[src/rtl/msi_pkg.sv]
// Shared types for the MSI line controller: line states and bus operation codes.
package msi_pkg;
    typedef enum logic [1:0] {
        LN_INV = 2'd0,
        LN_SHR = 2'd1,
        LN_MOD = 2'd2
    } line_st_t;

    typedef enum logic [1:0] {
        OP_NONE = 2'd0,
        OP_RD   = 2'd1,
        OP_RDX  = 2'd2,
        OP_WB   = 2'd3
    } bus_op_t;
endpackage

[src/rtl/msi_tag_store.sv]
// State and tag storage for a direct-mapped array of lines.
// Two read ports (request side, snoop side). Two write ports: port A (request
// side, state and tag) has priority over port B (snoop side, state only).
// Assumes the two writers never target one line in the same cycle.
module msi_tag_store
    import msi_pkg::*;
#(
    parameter int IDX_W = 3,
    parameter int TAG_W = 9
) (
    input  logic             clk,
    input  logic             rst_n,
    input  logic [IDX_W-1:0] ra_idx,
    output line_st_t         ra_st,
    output logic [TAG_W-1:0] ra_tag,
    input  logic [IDX_W-1:0] rb_idx,
    output line_st_t         rb_st,
    output logic [TAG_W-1:0] rb_tag,
    input  logic             wa_en,
    input  logic [IDX_W-1:0] wa_idx,
    input  line_st_t         wa_st,
    input  logic [TAG_W-1:0] wa_tag,
    input  logic             wb_en,
    input  logic [IDX_W-1:0] wb_idx,
    input  line_st_t         wb_st
);
    localparam int LINES = 1 << IDX_W;

    line_st_t         st_vec  [LINES];
    logic [TAG_W-1:0] tag_vec [LINES];

    generate
        for (genvar g = 0; g < LINES; g++) begin : g_line
            line_st_t         st_r;
            logic [TAG_W-1:0] tag_r;

            // Per-line state and tag register with write-port priority.
            always_ff @(posedge clk) begin
                if (!rst_n) begin
                    st_r  <= LN_INV;
                    tag_r <= '0;
                end else if (wa_en && wa_idx == IDX_W'(g)) begin
                    st_r  <= wa_st;
                    tag_r <= wa_tag;
                end else if (wb_en && wb_idx == IDX_W'(g)) begin
                    st_r  <= wb_st;
                end
            end

            assign st_vec[g]  = st_r;
            assign tag_vec[g] = tag_r;
        end
    endgenerate

    assign ra_st  = st_vec[ra_idx];
    assign ra_tag = tag_vec[ra_idx];
    assign rb_st  = st_vec[rb_idx];
    assign rb_tag = tag_vec[rb_idx];
endmodule

[src/rtl/msi_snoop_unit.sv]
// Snoop decision: compares a snooped transaction with the addressed line and
// produces hit, flush and the state update. Purely combinational.
// FLUSH_TO_INV selects the policy for a snooped read on a Modified line.
module msi_snoop_unit
    import msi_pkg::*;
#(
    parameter int TAG_W        = 9,
    parameter bit FLUSH_TO_INV = 1'b0
) (
    input  logic             snp_valid,
    input  bus_op_t          snp_op,
    input  logic [TAG_W-1:0] snp_tag,
    input  line_st_t         line_st,
    input  logic [TAG_W-1:0] line_tag,
    output logic             hit,
    output logic             flush,
    output logic             upd_en,
    output line_st_t         upd_st
);
    line_st_t rd_mod_next;

    generate
        if (FLUSH_TO_INV) begin : g_rd_inv
            assign rd_mod_next = LN_INV;
        end else begin : g_rd_shr
            assign rd_mod_next = LN_SHR;
        end
    endgenerate

    // Hit detection and next state for the snooped line.
    always_comb begin
        hit    = snp_valid && (line_st != LN_INV) && (line_tag == snp_tag)
                 && (snp_op == OP_RD || snp_op == OP_RDX);
        flush  = hit && (line_st == LN_MOD);
        upd_en = 1'b0;
        upd_st = line_st;
        if (hit) begin
            if (snp_op == OP_RDX) begin
                upd_en = 1'b1;
                upd_st = LN_INV;
            end else if (line_st == LN_MOD) begin
                upd_en = 1'b1;
                upd_st = rd_mod_next;
            end
        end
    end
endmodule

[src/rtl/msi_req_fsm.sv]
// Processor-side sequencer. Answers hits at once; otherwise holds one bus
// transaction (writeback of a dirty victim, then read or read-to-own) until
// granted. Assumes cpu_req/cpu_wr/cpu_addr stay stable until cpu_done and that
// no snoop arrives in the cycle of its own grant.
module msi_req_fsm
    import msi_pkg::*;
#(
    parameter int ADDR_W = 12,
    parameter int IDX_W  = 3
) (
    input  logic                    clk,
    input  logic                    rst_n,
    input  logic                    cpu_req,
    input  logic                    cpu_wr,
    input  logic [ADDR_W-1:0]       cpu_addr,
    output logic                    cpu_done,
    output logic [IDX_W-1:0]        look_idx,
    input  line_st_t                line_st,
    input  logic [ADDR_W-IDX_W-1:0] line_tag,
    input  logic                    bus_gnt,
    output logic                    bus_req,
    output bus_op_t                 bus_op,
    output logic [ADDR_W-1:0]       bus_addr,
    output logic                    wr_en,
    output line_st_t                wr_st,
    output logic [ADDR_W-IDX_W-1:0] wr_tag
);
    localparam int TAG_W = ADDR_W - IDX_W;

    typedef enum logic {F_IDLE, F_BUS} fsm_t;

    fsm_t              fsm_q, fsm_d;
    bus_op_t           op_q, op_d;
    logic [ADDR_W-1:0] addr_q, addr_d;
    logic [TAG_W-1:0]  cpu_tag;
    logic              tag_eq;
    logic              cancel;

    assign cpu_tag  = cpu_addr[ADDR_W-1:IDX_W];
    assign tag_eq   = (line_tag == cpu_tag);
    assign look_idx = (fsm_q == F_BUS) ? addr_q[IDX_W-1:0] : cpu_addr[IDX_W-1:0];
    assign bus_addr = addr_q;
    assign bus_op   = bus_req ? op_q : OP_NONE;

    // Next-state, completion and array-write decisions.
    always_comb begin
        fsm_d    = fsm_q;
        op_d     = op_q;
        addr_d   = addr_q;
        cpu_done = 1'b0;
        bus_req  = 1'b0;
        wr_en    = 1'b0;
        wr_st    = line_st;
        wr_tag   = line_tag;
        cancel   = 1'b0;
        case (fsm_q)
            F_IDLE: begin
                if (cpu_req) begin
                    if (tag_eq && line_st != LN_INV && (!cpu_wr || line_st == LN_MOD)) begin
                        cpu_done = 1'b1;
                    end else begin
                        fsm_d = F_BUS;
                        if (!tag_eq && line_st == LN_MOD) begin
                            op_d   = OP_WB;
                            addr_d = {line_tag, cpu_addr[IDX_W-1:0]};
                        end else begin
                            if (cpu_wr) op_d = OP_RDX;
                            else        op_d = OP_RD;
                            addr_d = cpu_addr;
                        end
                    end
                end
            end
            default: begin
                cancel = (op_q == OP_WB) && (line_st != LN_MOD);
                if (cancel) begin
                    fsm_d = F_IDLE;
                end else begin
                    bus_req = 1'b1;
                    if (bus_gnt) begin
                        fsm_d = F_IDLE;
                        wr_en = 1'b1;
                        case (op_q)
                            OP_WB:   wr_st = LN_INV;
                            OP_RD:   begin wr_st = LN_SHR; wr_tag = addr_q[ADDR_W-1:IDX_W]; end
                            default: begin wr_st = LN_MOD; wr_tag = addr_q[ADDR_W-1:IDX_W]; end
                        endcase
                        cpu_done = (op_q != OP_WB);
                    end
                end
            end
        endcase
    end

    // Sequencer registers.
    always_ff @(posedge clk) begin
        if (!rst_n) begin
            fsm_q  <= F_IDLE;
            op_q   <= OP_NONE;
            addr_q <= '0;
        end else begin
            fsm_q  <= fsm_d;
            op_q   <= op_d;
            addr_q <= addr_d;
        end
    end
endmodule

[src/rtl/msi_line_ctrl.sv]
// Top of the MSI coherence controller: joins the line store, the request
// sequencer and the snoop unit. Snoop results are combinational in the snoop
// cycle; state changes take effect at the next clock edge.
module msi_line_ctrl
    import msi_pkg::*;
#(
    parameter int ADDR_W               = 12,
    parameter int IDX_W                = 3,
    parameter bit RD_FLUSH_INVALIDATES = 1'b0
) (
    input  logic              clk,
    input  logic              rst_n,
    input  logic              cpu_req,
    input  logic              cpu_wr,
    input  logic [ADDR_W-1:0] cpu_addr,
    output logic              cpu_done,
    output logic              bus_req,
    output logic [1:0]        bus_op,
    output logic [ADDR_W-1:0] bus_addr,
    input  logic              bus_gnt,
    input  logic              snp_valid,
    input  logic [1:0]        snp_op,
    input  logic [ADDR_W-1:0] snp_addr,
    output logic              snp_hit,
    output logic              snp_flush
);
    localparam int TAG_W = ADDR_W - IDX_W;

    logic [IDX_W-1:0] look_idx;
    line_st_t         a_st, b_st, wr_st, upd_st;
    logic [TAG_W-1:0] a_tag, b_tag, wr_tag;
    logic             wr_en, upd_en;
    bus_op_t          fsm_op;

    assign bus_op = fsm_op;

    msi_tag_store #(.IDX_W(IDX_W), .TAG_W(TAG_W)) u_store (
        .clk    (clk),
        .rst_n  (rst_n),
        .ra_idx (look_idx),
        .ra_st  (a_st),
        .ra_tag (a_tag),
        .rb_idx (snp_addr[IDX_W-1:0]),
        .rb_st  (b_st),
        .rb_tag (b_tag),
        .wa_en  (wr_en),
        .wa_idx (look_idx),
        .wa_st  (wr_st),
        .wa_tag (wr_tag),
        .wb_en  (upd_en),
        .wb_idx (snp_addr[IDX_W-1:0]),
        .wb_st  (upd_st)
    );

    msi_req_fsm #(.ADDR_W(ADDR_W), .IDX_W(IDX_W)) u_fsm (
        .clk      (clk),
        .rst_n    (rst_n),
        .cpu_req  (cpu_req),
        .cpu_wr   (cpu_wr),
        .cpu_addr (cpu_addr),
        .cpu_done (cpu_done),
        .look_idx (look_idx),
        .line_st  (a_st),
        .line_tag (a_tag),
        .bus_gnt  (bus_gnt),
        .bus_req  (bus_req),
        .bus_op   (fsm_op),
        .bus_addr (bus_addr),
        .wr_en    (wr_en),
        .wr_st    (wr_st),
        .wr_tag   (wr_tag)
    );

    msi_snoop_unit #(.TAG_W(TAG_W), .FLUSH_TO_INV(RD_FLUSH_INVALIDATES)) u_snoop (
        .snp_valid (snp_valid),
        .snp_op    (bus_op_t'(snp_op)),
        .snp_tag   (snp_addr[ADDR_W-1:IDX_W]),
        .line_st   (b_st),
        .line_tag  (b_tag),
        .hit       (snp_hit),
        .flush     (snp_flush),
        .upd_en    (upd_en),
        .upd_st    (upd_st)
    );
endmodule

[config.mk]
export PLATFORM = sky130hd
export DESIGN_NAME = msi_line_ctrl
export DESIGN_NICKNAME = d
export VERILOG_FILES = /design/src/rtl/msi_pkg.sv /design/src/rtl/msi_tag_store.sv /design/src/rtl/msi_snoop_unit.sv /design/src/rtl/msi_req_fsm.sv /design/src/rtl/msi_line_ctrl.sv
export SDC_FILE = /design/constraint.sdc
export NUM_CORES = 1
export LEC_CHECK = 0
export ABC_AREA = 1
export CAP_MARGIN = 25
export CORE_MARGIN = 5
export CORE_UTILIZATION = 30
export CTS_CLUSTER_SIZE = 12
export DETAILED_ROUTE_END_ITERATION = 12
export GPL_TIMING_DRIVEN = 0
export PLACE_DENSITY_LB_ADDON = 0.25
export SLEW_MARGIN = 20
export SYNTH_ARGS = -nofsm -noshare
export SYNTH_HDL_FRONTEND = slang
export SYNTH_HIERARCHICAL = 1
export SYNTH_SLANG_ARGS = --single-unit
[constraint.sdc]
create_clock -name clk -period 3.49 [get_ports clk]
set_input_delay 0.698 -clock clk [delete_from_list [all_inputs] [get_ports clk]]
set_output_delay 0.698 -clock clk [all_outputs]
set_load 0.01 [all_outputs]
# After elaboration in Yosys (flattened, before gate mapping)
# Cells that the tools add are included.
# W data, S select, Z words.
[totals]
reg_bits = 103
latchBits = 0
ramBits = 0
rom_bits = 0
in_bits = 32
output_inout_bits = 18
word_cells = 152
memories = 0
[classes]
addsub = 0
n_mul = 0
n_div = 0
magnitude_cmp = 2
n_eq_ne = 24
n_shift = 0
mux = 62
n_bitwise = 4
n_reduce_logical = 41
[ops]
columns = ["op", "count"]
rows = [
  ["$mux W9", 8],
  ["$mux W2", 29],
  ["$bmux W9 S3", 2],
  ["$eq A3 B3 Y1 const B", 8],
  ["$logic_and A1 B1 Y1", 24],
  ["$reduce_bool A2 Y1", 10],
  ["$eq A9 B9 Y1", 2],
  ["$mux W1", 18],
  ["$bmux W2 S3", 2],
  ["$eq A3 B2 Y1 const B", 4],
  ["$mux W12", 1],
  ["$eq A2 B2 Y1 const B", 4],
  ["$ge A4 B4 Y1 const B", 2],
  ["$not A3 Y4", 2],
  ["$eq A3 B1 Y1 const B", 2],
  ["$logic_not A3 Y1", 2],
  ["$eq A2 B1 Y1 const B", 2],
  ["$ne A2 B2 Y1 const B", 2],
  ["$pmux W2 S2", 1],
  ["$mux W3", 1],
  ["$reduce_and A3 Y1", 1],
  ["$logic_not A1 Y1", 2],
  ["$logic_or A1 B1 Y1", 2],
  ["$not A1 Y1", 2],
]

# Logic depth before layout (Yosys ltp)
# Gate-level depths: netlist (run 1).
[logic_depth]
word_depth = 12
depth_mapped = 22

# By module
# Netlist (run 1), hierarchy kept.
[by_module_without_submodules]
columns = ["module", "n_inst", "cells_each", "area_each_um2", "seq_area_each_um2"]
rows = [
  ["msi_tag_store", 1, 823, 5058.6, 1761.7],
  ["msi_req_fsm", 1, 184, 1098.6, 300.3],
  ["msi_snoop_unit", 1, 85, 362.8, 0.0],
]

# Worst setup path after synthesis (run 1)
# No wires, ideal clock.
[synth_timing]
path_kind = "input to output"
start = "input cpu_addr[0]"
end = "output cpu_done"
t_arrival_ps = 2437
required_ps = 2792
path_slack_ps = 355
path_stages = 14
path_buffers = 3
cell_sequence = "nand2_1 -> nand2_1 -> buf_2 -> buf_4 -> buf_2 -> o211ai_1 -> nand2_1 -> nand2_1 -> nand2_1 -> xnor2_1 -> nand2_1 -> nor2_2 -> nand3_2 -> o21ai_0"
[synth_between]
elab_chain_cells = 11
[synth_lines]
columns = ["item", "line", "text"]
rows = [
  ["from (decl)", "msi_line_ctrl.sv:15", "input logic [ADDR_W-1:0] cpu_addr,"],
  ["$mux W3", "msi_req_fsm.sv:41", "assign look_idx = (fsm_q == F_BUS) ? addr_q[IDX_W-1:0] : cpu_addr[IDX_W-1:0];"],
  ["named net look_idx[0]", "msi_line_ctrl.sv:29", "logic [IDX_W-1:0] look_idx;"],
  ["$not A3 Y4 (not written as such)", "msi_tag_store.sv:56", "assign ra_tag = tag_vec[ra_idx];"],
  ["$bmux W9 S3", "msi_tag_store.sv:56", ""],
  ["$mux W9 (not written as such) (2 in series)", "msi_tag_store.sv:56", ""],
  ["named net a_tag[4]", "msi_line_ctrl.sv:31", "logic [TAG_W-1:0] a_tag, b_tag, wr_tag;"],
  ["$eq A9 B9 Y1", "msi_req_fsm.sv:40", "assign tag_eq = (line_tag == cpu_tag);"],
  ["$logic_and A1 B1 Y1 (2 in series)", "msi_req_fsm.sv:59", "if (tag_eq && line_st != LN_INV && (!cpu_wr || line_st == LN_MOD)) begin"],
  ["$mux W1", "msi_req_fsm.sv:59", ""],
  ["$mux W1", "msi_req_fsm.sv:58", "if (cpu_req) begin"],
  ["$mux W1", "msi_req_fsm.sv:56", "case (fsm_q)"],
  ["to (decl)", "msi_line_ctrl.sv:16", "output logic cpu_done,"],
]
# The timed path passes the listed nets, and every way through them passes these cells. The select of a mux whose other input is x is not followed.

# Worst setup path in the final report (run 1)
[layout_timing]
start = "input snp_addr[2]"
end = "output snp_flush"
[layout_rtl]
columns = ["item", "line", "text"]
rows = [
  ["from (decl)", "msi_line_ctrl.sv:23", "input logic [ADDR_W-1:0] snp_addr,"],
  ["$not A3 Y4 (not written as such)", "msi_tag_store.sv:58", "assign rb_tag = tag_vec[rb_idx];"],
  ["$bmux W9 S3", "msi_tag_store.sv:58", ""],
  ["$mux W9 (not written as such) (2 in series)", "msi_tag_store.sv:58", ""],
  ["named net b_tag[7]", "msi_line_ctrl.sv:31", ""],
  ["$eq A9 B9 Y1", "msi_snoop_unit.sv:32", "hit = snp_valid && (line_st != LN_INV) && (line_tag == snp_tag)"],
  ["$logic_and A1 B1 Y1", "msi_snoop_unit.sv:32", ""],
  ["$logic_and A1 B1 Y1", "msi_snoop_unit.sv:33", "&& (snp_op == OP_RD || snp_op == OP_RDX);"],
  ["$logic_and A1 B1 Y1", "msi_snoop_unit.sv:34", "flush = hit && (line_st == LN_MOD);"],
  ["to (decl)", "msi_line_ctrl.sv:25", "output logic snp_flush"],
]
# The timed path passes the listed nets, and every way through them passes these cells. The select of a mux whose other input is x is not followed.

==> results of run 1 <==
==> registers in the layout, summed over array words and instances, names as in the netlist <==
register,count
u_store/g_line.tag_r,72
u_fsm/op_q,2
u_store/g_line.st_r,16
u_fsm/bus_addr,12
u_fsm/fsm_q,1
==> logic make-up after synthesis <==
logic type	Yosys count	share of synthesized area [%]
adders and majority gates	1	0.1919
DFF	103	31.63
AOI/OAI and AO/OA	251	21.88
muxes	2	0.3262
buffers and inverters	184	11.69
xor gates and xnor gates	5	0.6716
and+or+nand+nor	546	33.62
==> routing by layer <==
layer | routed length, um | part of all wire, % | up-vias
met5 | 0 | 0 | -
met4 | 907 | 3.7 | 0
met2 | 10430 | 43 | 258
met1 | 11390 | 47 | 3282
met3 | 1722 | 7.0 | 47
li1 | - | - | 3658
==> power breakdown <==
| part | leakage, uW | switching [uW] | internal (uW) |
|---|---|---|---|
| combinational | 0.00275 | 548 | 315 |
| sequential | 0.000835 | 21.3 | 1210 |
| clock | 0.000145 | 483 | 627 |
==> synth_stat cells <==
cell,number
inv_1,114
nand2_2,4
a21oi_1,70
dfxtp_1,103
clkinv_1,5
mux2_2,1
clkbuf_1,23
nand4_1,2
nand3_2,6
inv_4,1
buf_2,25
nand2_4,1
inv_2,3
ha_1,1
nor2_2,3
nor2_4,2
xnor2_1,5
o211ai_1,66
buf_6,3
buf_1,4
o21ai_0,112
o22ai_1,1
buf_4,3
clkbuf_2,3
mux2i_1,1
nand2_1,335
nor2_1,162
o21ai_1,1
or2_2,1
a21oi_2,1
nand3_1,22
nand3b_1,8
==> worst max-delay path, cell delays in order <==
cell             delay, ns
clkdlybuf4s50_1       0.61
buf_2                 0.29
nand2_1               0.11
nand2_1               0.15
inv_1                 0.05
nand2_1               0.07
nand2_1               0.05
nor2_1                0.09
nand2_1               0.10
nor2_4                0.14
inv_2                 0.05
nor2_2                0.09
buf_2                 0.14
==> timing repair <==
| item | 4_1_cts | 5_1_grt |
|---|---|---|
| gates cloned | 2 | 0 |
| endpoints found under the setup margin | 94 | 19 |
| buffers inserted | 14 | 3 |
| resized for setup | 116 | 36 |
| pin swaps | 33 | 18 |
==> stage by stage <==
| step | util [%] | std cells | worst slack (ns) | TNS [ns] | hold WS (ns) |
|---|---|---|---|---|---|
| global placement | 34.05 | 1421 | -1.284 | -74.99 | 0.4662 |
| detailed placement | 34.20 | 1425 | -1.245 | -76.36 | 0.4707 |
| finish | 37.78 | 1458 | 0.1206 | 0 | 0.4771 |
| floorplan | - | 1092 | 0.3551 | 0 | 0.4481 |
| CTS | 37.36 | 1456 | 0.01387 | 0 | 0.4823 |
| global route | 37.78 | 1458 | -0.008670 | -0.01662 | 0.4915 |
==> worst paths after layout <==
check	start	end	slack, ns	depth (start not counted)
max reg2reg	u_fsm/fsm_q$_SDFF_PN0_	u_store/g_line[2].tag_r[8]$_SDFFE_PN0P_	0.47	20
min	u_store/g_line[5].tag_r[3]$_SDFFE_PN0P_	u_store/g_line[5].tag_r[3]$_SDFFE_PN0P_	0.48	2
min reg2reg	u_store/g_line[5].tag_r[3]$_SDFFE_PN0P_	u_store/g_line[5].tag_r[3]$_SDFFE_PN0P_	0.48	2
max	snp_addr[2]	snp_flush	0.12	13
==> area by class of cell <==
| cell class | count | area share [%] |
|---|---|---|
| repair buffers | 72 | 8.180 |
| clock buffers | 10 | 2.803 |
| flip-flops and latches | 103 | 25.29 |
| well taps | 280 | 4.289 |
| clock inverters | 5 | 1.026 |
| plain buffers | 60 | 5.714 |
| inverters | 123 | 5.714 |
| multi-input cells | 805 | 46.98 |
==> tab_implementation.tex, run 1 <==
\begin{tabular}{lr}
\hline
Metric & Value \\
\hline
\multicolumn{2}{l}{\textbf{Detailed routing}} \\
\quad First-pass DRT Iterations & 5 \\
\quad Number of vias per cell & roughly 5.0 \\
\quad Initial drt markers & roughly 820 \\
\quad Remaining design rule violation count & 0 \\
\quad Routed wirelength normalized by instance count & 16.77 um \\
\quad Detailed-route wire length & 24450 um \\
\quad Post-route ant nets & 0 \\
\quad DR vias & 7245 \\
\multicolumn{2}{l}{\textbf{Critical path}} \\
\quad Type of element launching the critical path & input pin \\
\quad Maximum fanout along the worst path & 10 \\
\quad Endpoint arrival time on the critical path & about 2.7 ns \\
\quad Type of element capturing the critical path & output pin \\
\quad Kind of critical path & in2out \\
\quad Worst EP required & 2.79 ns \\
\multicolumn{2}{l}{\textbf{Layout}} \\
\quad Fin area & 8168 um\^{}2 \\
\quad Share of final-layout standard cells stronger than drive strength 1 & 13.50\% \\
\quad Area of the multi-input gates & 3837 um\^{}2 \\
\quad Ant diodes & 0 \\
\quad Reg area & 2066 um\^{}2 \\
\quad Post-layout net count & 1207 \\
\quad Synth-to-layout area growth & 25.27\% \\
\quad Filler cell count & roughly 2400 \\
\quad Leading cell type in the layout, fill and taps excluded & nand2\_1 \\
\quad Most used cells in the layout excluding fill and tap cells & 310 x nand2\_1, 157 x nor2\_1, 111 x inv\_1 \\
\multicolumn{2}{l}{\textbf{Global route}} \\
\quad Maximum number of pins on one net before global-route repair & 17 \\
\quad Most congested layer reported by global routing & met2 \\
\quad Total routing resource utilization after global routing & 20.11\% \\
\quad Met2 global-route usage & 30.19\% \\
\quad Number of global-route vias before repair & between 6000 and 7000 \\
\quad Global route total overflow & 0 \\
\quad Met3 global-route usage & 3.024\% \\
\quad Global-route wire length before repair & 38410 um \\
\quad Grt met1 use & roughly 28\% \\
\quad Initial antenna violation count & 0 \\
\multicolumn{2}{l}{\textbf{Yosys}} \\
\quad Number of warnings issued by yosys & 6 \\
\quad Top cell type by total area after synthesis & dfxtp\_1 \\
\quad Synthesized Nets & 1125 \\
\quad Number of flip-flops and latches in the synthesized netlist & 103 \\
\quad Top cells by area, synth & dfxtp\_1 32\%, nand2\_1 19\%, nor2\_1 9.3\% \\
\quad Part of the Yosys area used for sequential elements & 31.63\% \\
\quad Area fraction of the dominant cell type after synthesis & around a third \\
\quad Distinct cells, synth & 32 \\
\quad Avg Inst Size Synth & 5.971 um\^{}2 \\
\quad Gate Count Post-Synth & around 1100 \\
\quad Synthesized area & 6520 um\^{}2 \\
\multicolumn{2}{l}{\textbf{Floorplanning}} \\
\quad Number of top-level pins & 50 \\
\quad Placeable core region & 21620 um\^{}2 \\
\quad Initial Utilization & 30.16\% \\
\quad Row cnt & 54 \\
\quad Die X & 157.4 um \\
\quad Area of the die & 24780 um\^{}2 \\
\quad Height of the die & $\sim$160 um \\
\multicolumn{2}{l}{\textbf{Timing}} \\
\quad Final min period & approximately 3.4 ns \\
\quad Final hold violation count & 0 \\
\quad Post-route fraction of the period consumed by the critical path & 96.55\% \\
\quad Worst clock skew & 0.01196 ns \\
\quad Final count of pins violating max slew & 0 \\
\quad Setup-violating endpoint count in the final report & 0 \\
\quad Worst Max-Slew Pin Slew & 0.9108 ns \\
\quad Max\_slew headroom & 38.87\% \\
\quad Timing-limited maximum frequency & 0.2968 GHz \\
\multicolumn{2}{l}{\textbf{CTS}} \\
\quad Number of H-tree levels & 3 \\
\quad CTS clk-pin slew, worst paths & 0.07 ns \\
\quad Root Driver & clkbuf\_16 \\
\quad Number of clock buffers inserted by TritonCTS & 9 \\
\quad Buffer depth of the longest clock path & 2 \\
\quad Clock Latency Late Sink & 0.36 ns \\
\quad TritonCTS clock tree & built \\
\quad CTS sink count & approximately 100 \\
\quad Hold-fix buffers at CTS & 0 \\
\multicolumn{2}{l}{\textbf{Place}} \\
\quad Final weighted congestion in routability-driven placement & about 0.90 \\
\quad HPWL reported at the end of detailed placement & 17750 um \\
\quad Port Buf Inserts & 49 \\
\quad Area post-placement & 7395 um\^{}2 \\
\multicolumn{2}{l}{\textbf{Outcome}} \\
\quad Status & completed \\
\multicolumn{2}{l}{\textbf{Power}} \\
\quad Power after layout & 3201 uW \\
\quad Peak ir drop on the vdd network & 0.2396 mV \\
\quad PwrDens & slightly below 400 nW/um\^{}2 \\
\quad Leak & about 0.0037 uW \\
\multicolumn{2}{l}{\textbf{Min path}} \\
\quad Hold WC Path Type & reg2reg \\
\multicolumn{2}{l}{\textbf{Flow run}} \\
\quad Reported max-cap violation count & 0 \\
\hline
\end{tabular}
No activity file was read; power rests on OpenSTA's default activity.
==> run 2: changes to the inputs <==
--- a/config.mk
+++ b/config.mk
@@ -16,5 +16,4 @@
 export SLEW_MARGIN = 20
 export SYNTH_ARGS = -nofsm -noshare
 export SYNTH_HDL_FRONTEND = slang
-export SYNTH_HIERARCHICAL = 1
 export SYNTH_SLANG_ARGS = --single-unit
==> run 2 against run 1 <==
Net effect:
- non-clock buffer count increased by 32
- die area up 5.0%
- worst setup slack worse by 0.031 ns
- wire length grew 24%
- first-iteration DRC count rose by 22%
- register-to-register slack worse by 0.32 ns
- total power increased by 1.6%
- via count grew 12%
- sequential share of layout area down 2.2 points
- global-route usage is 2.9 points higher
- largest power group unchanged
- highest routed layer unchanged
==> tab_implementation.tex, run 2 <==
\begin{tabular}{lr}
\hline
Metric & Value \\
\hline
\multicolumn{2}{l}{\textbf{Outcome}} \\
\quad Status & completed \\
\multicolumn{2}{l}{\textbf{Floorplanning}} \\
\quad Initial Utilization & 30.44\% (+0.29 points) \\
\quad Height of the die & 161.3 um (+2.5\%) \\
\quad Area of the die & 26030 um\^{}2 (+5.0\%) \\
\quad Die X & 161.3 um (+2.5\%) \\
\quad Row cnt & 55 (+1.9\%) \\
\quad Placeable core region & 22570 um\^{}2 (+4.4\%) \\
\quad Number of top-level pins & 50 (unchanged) \\
\multicolumn{2}{l}{\textbf{Timing}} \\
\quad Final count of pins violating max slew & 0 (unchanged) \\
\quad Max\_slew headroom & 40.26\% (+1.4 points) \\
\quad Worst clock skew & 0.01708 ns (+0.005112 ns) \\
\quad Post-route fraction of the period consumed by the critical path & 97.43\% (+0.89 points) \\
\quad Timing-limited maximum frequency & 0.2941 GHz (-0.91\%) \\
\quad Setup-violating endpoint count in the final report & 0 (unchanged) \\
\quad Final min period & 3.400 ns (+0.03095 ns) \\
\quad Final hold violation count & 0 (unchanged) \\
\quad Worst Max-Slew Pin Slew & 0.8961 ns (-0.01463 ns) \\
\quad Smallest setup slack after layout & 0.08962 ns (-0.03095 ns) \\
\quad Worst slack on hold paths & 0.4787 ns (+0.001613 ns) \\
\multicolumn{2}{l}{\textbf{Yosys}} \\
\quad Post-synthesis share of cell area spent on and, or, nand and nor gates & 41.82\% (+8.2 points) \\
\quad Synthesized Nets & 1193 (+6.0\%) \\
\quad Top cells by area, synth & dfxtp\_1 30\%, nand2\_1 21\%, inv\_1 7.2\% \\
\quad Dominant combinational cell family by area after synthesis & simple AND/OR/NAND/NOR gates \\
\quad Gate Count Post-Synth & 1160 (+6.2\%) \\
\quad Top cell type by total area after synthesis & dfxtp\_1 \\
\quad Cell with the most instances after synthesis & nand2\_1 \\
\quad Number of flip-flops and latches in the synthesized netlist & 103 (unchanged) \\
\quad Synthesized area & 6872 um\^{}2 (+5.4\%) \\
\quad Number of enable flip-flop cells after synthesis & 0 (unchanged) \\
\quad Number of warnings issued by yosys & 0 (-6) \\
\quad Asr flop ratio synth & 0\% (unchanged) \\
\quad Distinct cells, synth & 34 (+6.3\%) \\
\quad Avg Inst Size Synth & 5.924 um\^{}2 (-0.79\%) \\
\quad Share of the synthesized area in compound gates (AO/OA/AOI/OAI) & 15.46\% (-6.4 points) \\
\quad Top cells by count, synth & 387 x nand2\_1, 131 x inv\_1, 118 x nor2\_1, 103 x dfxtp\_1, 89 x nand3\_1 \\
\quad Area share of xor/xnor cells in the synthesized design & 0\% (-0.67 points) \\
\quad Multiplexer fraction of the synthesized cell area & 0.2913\% (-0.035 points) \\
\quad Primary flip-flop cell chosen by synthesis mapping & dfxtp\_1 \\
\quad Area fraction of the dominant cell type after synthesis & 30.01\% (-1.6 points) \\
\quad Part of the Yosys area used for sequential elements & 30.01\% (-1.6 points) \\
\quad Adder-cell share of the synthesized area & 0.1821\% (-0.0098 points) \\
\multicolumn{2}{l}{\textbf{Detailed routing}} \\
\quad Routed wirelength normalized by instance count & 19.30 um (+15\%) \\
\quad Detailed-route wire length & 30360 um (+24\%) \\
\quad Highest layer used for signal routing & met4 \\
\quad First-pass DRT Iterations & 6 (+1) \\
\quad Remaining design rule violation count & 0 (unchanged) \\
\quad Number of vias per cell & 5.139 (+3.4\%) \\
\quad Total routed wire length on the met1 layer & 13320 um (+17\%) \\
\quad Detailed route wirelength on metal2 & 13010 um (+25\%) \\
\quad Routed met3 length & 2851 um (+66\%) \\
\quad DR vias & 8084 (+12\%) \\
\quad Initial drt markers & 994 (+22\%) \\
\quad Post-route ant nets & 0 (unchanged) \\
\multicolumn{2}{l}{\textbf{Critical path}} \\
\quad Endpoint arrival time on the critical path & 2.70 ns (+0.03 ns) \\
\quad Critical path's most frequent cell & nand2\_2 \\
\quad List of cells traversed by the critical path & buf\_6 > inv\_2 > nand2\_2 > nand2\_4 > buf\_8 > buf\_12 > nand2\_1 > o21ai\_1 > nand2\_1 > nand4\_1 > buf\_4 > nand3b\_1 > nand2\_2 > nand2\_2 > nor2\_4 > nand3\_4 > o31ai\_4 > buf\_2 \\
\quad Type of element capturing the critical path & output pin \\
\quad Type of element launching the critical path & flip-flop \\
\quad Reg-to-reg setup timing slack & 0.15 ns (-0.32 ns) \\
\quad Worst EP required & 2.79 ns (about the same) \\
\quad Maximum fanout along the worst path & 10 (unchanged) \\
\quad Kind of critical path & reg2out \\
\quad Largest stage delay on the critical path & 0.32 ns (-0.29 ns) \\
\quad CP max-delay cell & dfxtp\_2 \\
\multicolumn{2}{l}{\textbf{Layout}} \\
\quad Leading cell type in the layout, fill and taps excluded & nand2\_1 \\
\quad Post-layout instance count excluding filler cells & 1573 (+7.9\%) \\
\quad Share of final-layout standard cells stronger than drive strength 1 & 17.39\% (+3.9 points) \\
\quad Post-layout net count & 1316 (+9.0\%) \\
\quad Biggest register & u\_store.g\_line.tag\_r \\
\quad Synth-to-layout area growth & 29.79\% \\
\quad Most used cells in the layout excluding fill and tap cells & 371 x nand2\_1, 127 x inv\_1, 112 x nor2\_1 \\
\quad Ant diodes & 0 (unchanged) \\
\quad Number of flip-flops under the largest register name & 72 (unchanged) \\
\quad Filler cell count & 2505 (+5.9\%) \\
\multicolumn{2}{l}{\textbf{Power}} \\
\quad Share of total power in combinational logic & 28.4\% (+1.5 points) \\
\quad Switching share of total power & 35.11\% (+2.2 points) \\
\quad Part of the power in registers & 37.4\% (-1.0 points) \\
\quad Sw Pwr & 1142 uW (+8.6\%) \\
\quad Leak & 0.004041 uW (+8.3\%) \\
\quad Internal power & 2111 uW (-1.8\%) \\
\quad Peak ir drop on the vdd network & 0.2744 mV (+15\%) \\
\quad PwrDens & 364.7 nW/um\^{}2 (-7.0\%) \\
\quad Part of the total power dissipated in the clock network & 34.2\% (-0.5 points) \\
\multicolumn{2}{l}{\textbf{CTS}} \\
\quad Root Driver & clkbuf\_16 \\
\quad CTS clk-pin slew, worst paths & 0.08 ns (about the same) \\
\quad TritonCTS clock tree & built \\
\quad Hold-fix buffers at CTS & 0 (unchanged) \\
\quad Number of H-tree levels & 3 (unchanged) \\
\quad Buffer depth of the longest clock path & 2 (unchanged) \\
\quad Number of clock buffers inserted by TritonCTS & 9 (unchanged) \\
\quad Clock Latency Late Sink & 0.38 ns (+0.02 ns) \\
\quad CTS sink count & 103 (unchanged) \\
\multicolumn{2}{l}{\textbf{Place}} \\
\quad Port Buf Inserts & 45 (-8.2\%) \\
\quad Number of placed cells counting well taps & 1490 (+4.6\%) \\
\quad HPWL reported at the end of detailed placement & 21120 um (+19\%) \\
\quad Final weighted congestion in routability-driven placement & 0.9240 (+2.8\%) \\
\quad Minimum setup slack after placement & -1.258 ns (-0.01300 ns) \\
\multicolumn{2}{l}{\textbf{Global route}} \\
\quad Total routing resource utilization after global routing & 23.06\% (+2.9 points) \\
\quad Maximum number of pins on one net before global-route repair & 20 (+3) \\
\quad Initial antenna violation count & 0 (unchanged) \\
\quad Number of global-route vias before repair & 7450 (+8.0\%) \\
\quad Global route total overflow & 0 (unchanged) \\
\quad Global-route wire length before repair & 45640 um (+19\%) \\
\multicolumn{2}{l}{\textbf{Min path}} \\
\quad Hold WC Path Type & reg2reg \\
\multicolumn{2}{l}{\textbf{Flow run}} \\
\quad Reported max-cap violation count & 0 (unchanged) \\
\hline
\end{tabular}
## run 2: repair_timing
item | in CTS | in global routing
setup buffers | 56 | 13
gates resized for setup | 102 | 37
endpoints found under the setup margin | 24 | 19
gates cloned | 1 | 0
pin swaps | 26 | 30
## run 2: power by group through the flow
stage                     Sequential (uW)  Combinational (uW)  Clock (uW)
after floorplan                      1250                 431           0
after global placement               1240                 715           0
after detailed placement             1240                 716           0
after CTS                            1220                 876        1110
after global routing                 1220                 982        1160
final                                1220                 923        1110
## run 2: stage by stage
stage / cell area, um^2 / setup TNS (ns) / utilization (%) / total power [uW]
after floorplan: 6872 / 0 / - / 1677
after CTS: 8771 / 0 / 38.86 / 3202
final: 8919 / 0 / 39.51 / 3253
after global placement: 7679 / -21.37 / 34.02 / 1959
after detailed placement: 7679 / -23.39 / 34.02 / 1960
after global routing: 8919 / -0.006523 / 39.51 / 3367
## run 2: cell families (layout without fill, tap and decap cells)
kind of cell | after synthesis | count (layout)
AO/OA/AOI/OAI | 195 | 195
adder cells (fa/ha/maj) | 1 | 1
AND/OR/NAND/NOR | 662 | 662
multiplexers | 2 | 2
flip-flops | 103 | 103
buffers and inverters | 197 | 325
## run 2: layout make-up
type	count	area (um^2)	area share (%)
Multi-Input combinational cell	860	4214	47.25
Inverter	145	563.0	6.313
Buffer	51	415.4	4.658
Clock inverter	7	86.33	0.9680
Tap cell	285	356.6	3.998
Sequential cell	103	2063	23.13
Timing Repair Buffer	113	994.7	11.15
Clock buffer	9	225.2	2.525
## run 2: final timing paths
kind | startpoint | end | depth (start not counted)
min reg2reg | u_store.g_line[1].tag_r[8]$_SDFFE_PN0P_ | u_store.g_line[1].tag_r[8]$_SDFFE_PN0P_ | 2
max | u_fsm.fsm_q$_SDFF_PN0_ | cpu_done | 18
min | u_store.g_line[1].tag_r[8]$_SDFFE_PN0P_ | u_store.g_line[1].tag_r[8]$_SDFFE_PN0P_ | 2
max reg2reg | u_fsm.fsm_q$_SDFF_PN0_ | u_store.g_line[6].tag_r[5]$_SDFFE_PN0P_ | 25
## run 2: critical path: cells and delay by family (launching register included)
kind	cells	cell delay, ns
and+or+nand+nor	10	0.92
DFF	1	0.32
buffers and inverters	6	0.83
AOI/OAI and AO/OA	2	0.25
## run 2: layer usage
layer,up-vias,GRT usage [%]
met2,393,35.61
met1,3684,32.41
met4,0,9.190
li1,3931,-
met5,-,0
met3,76,3.266
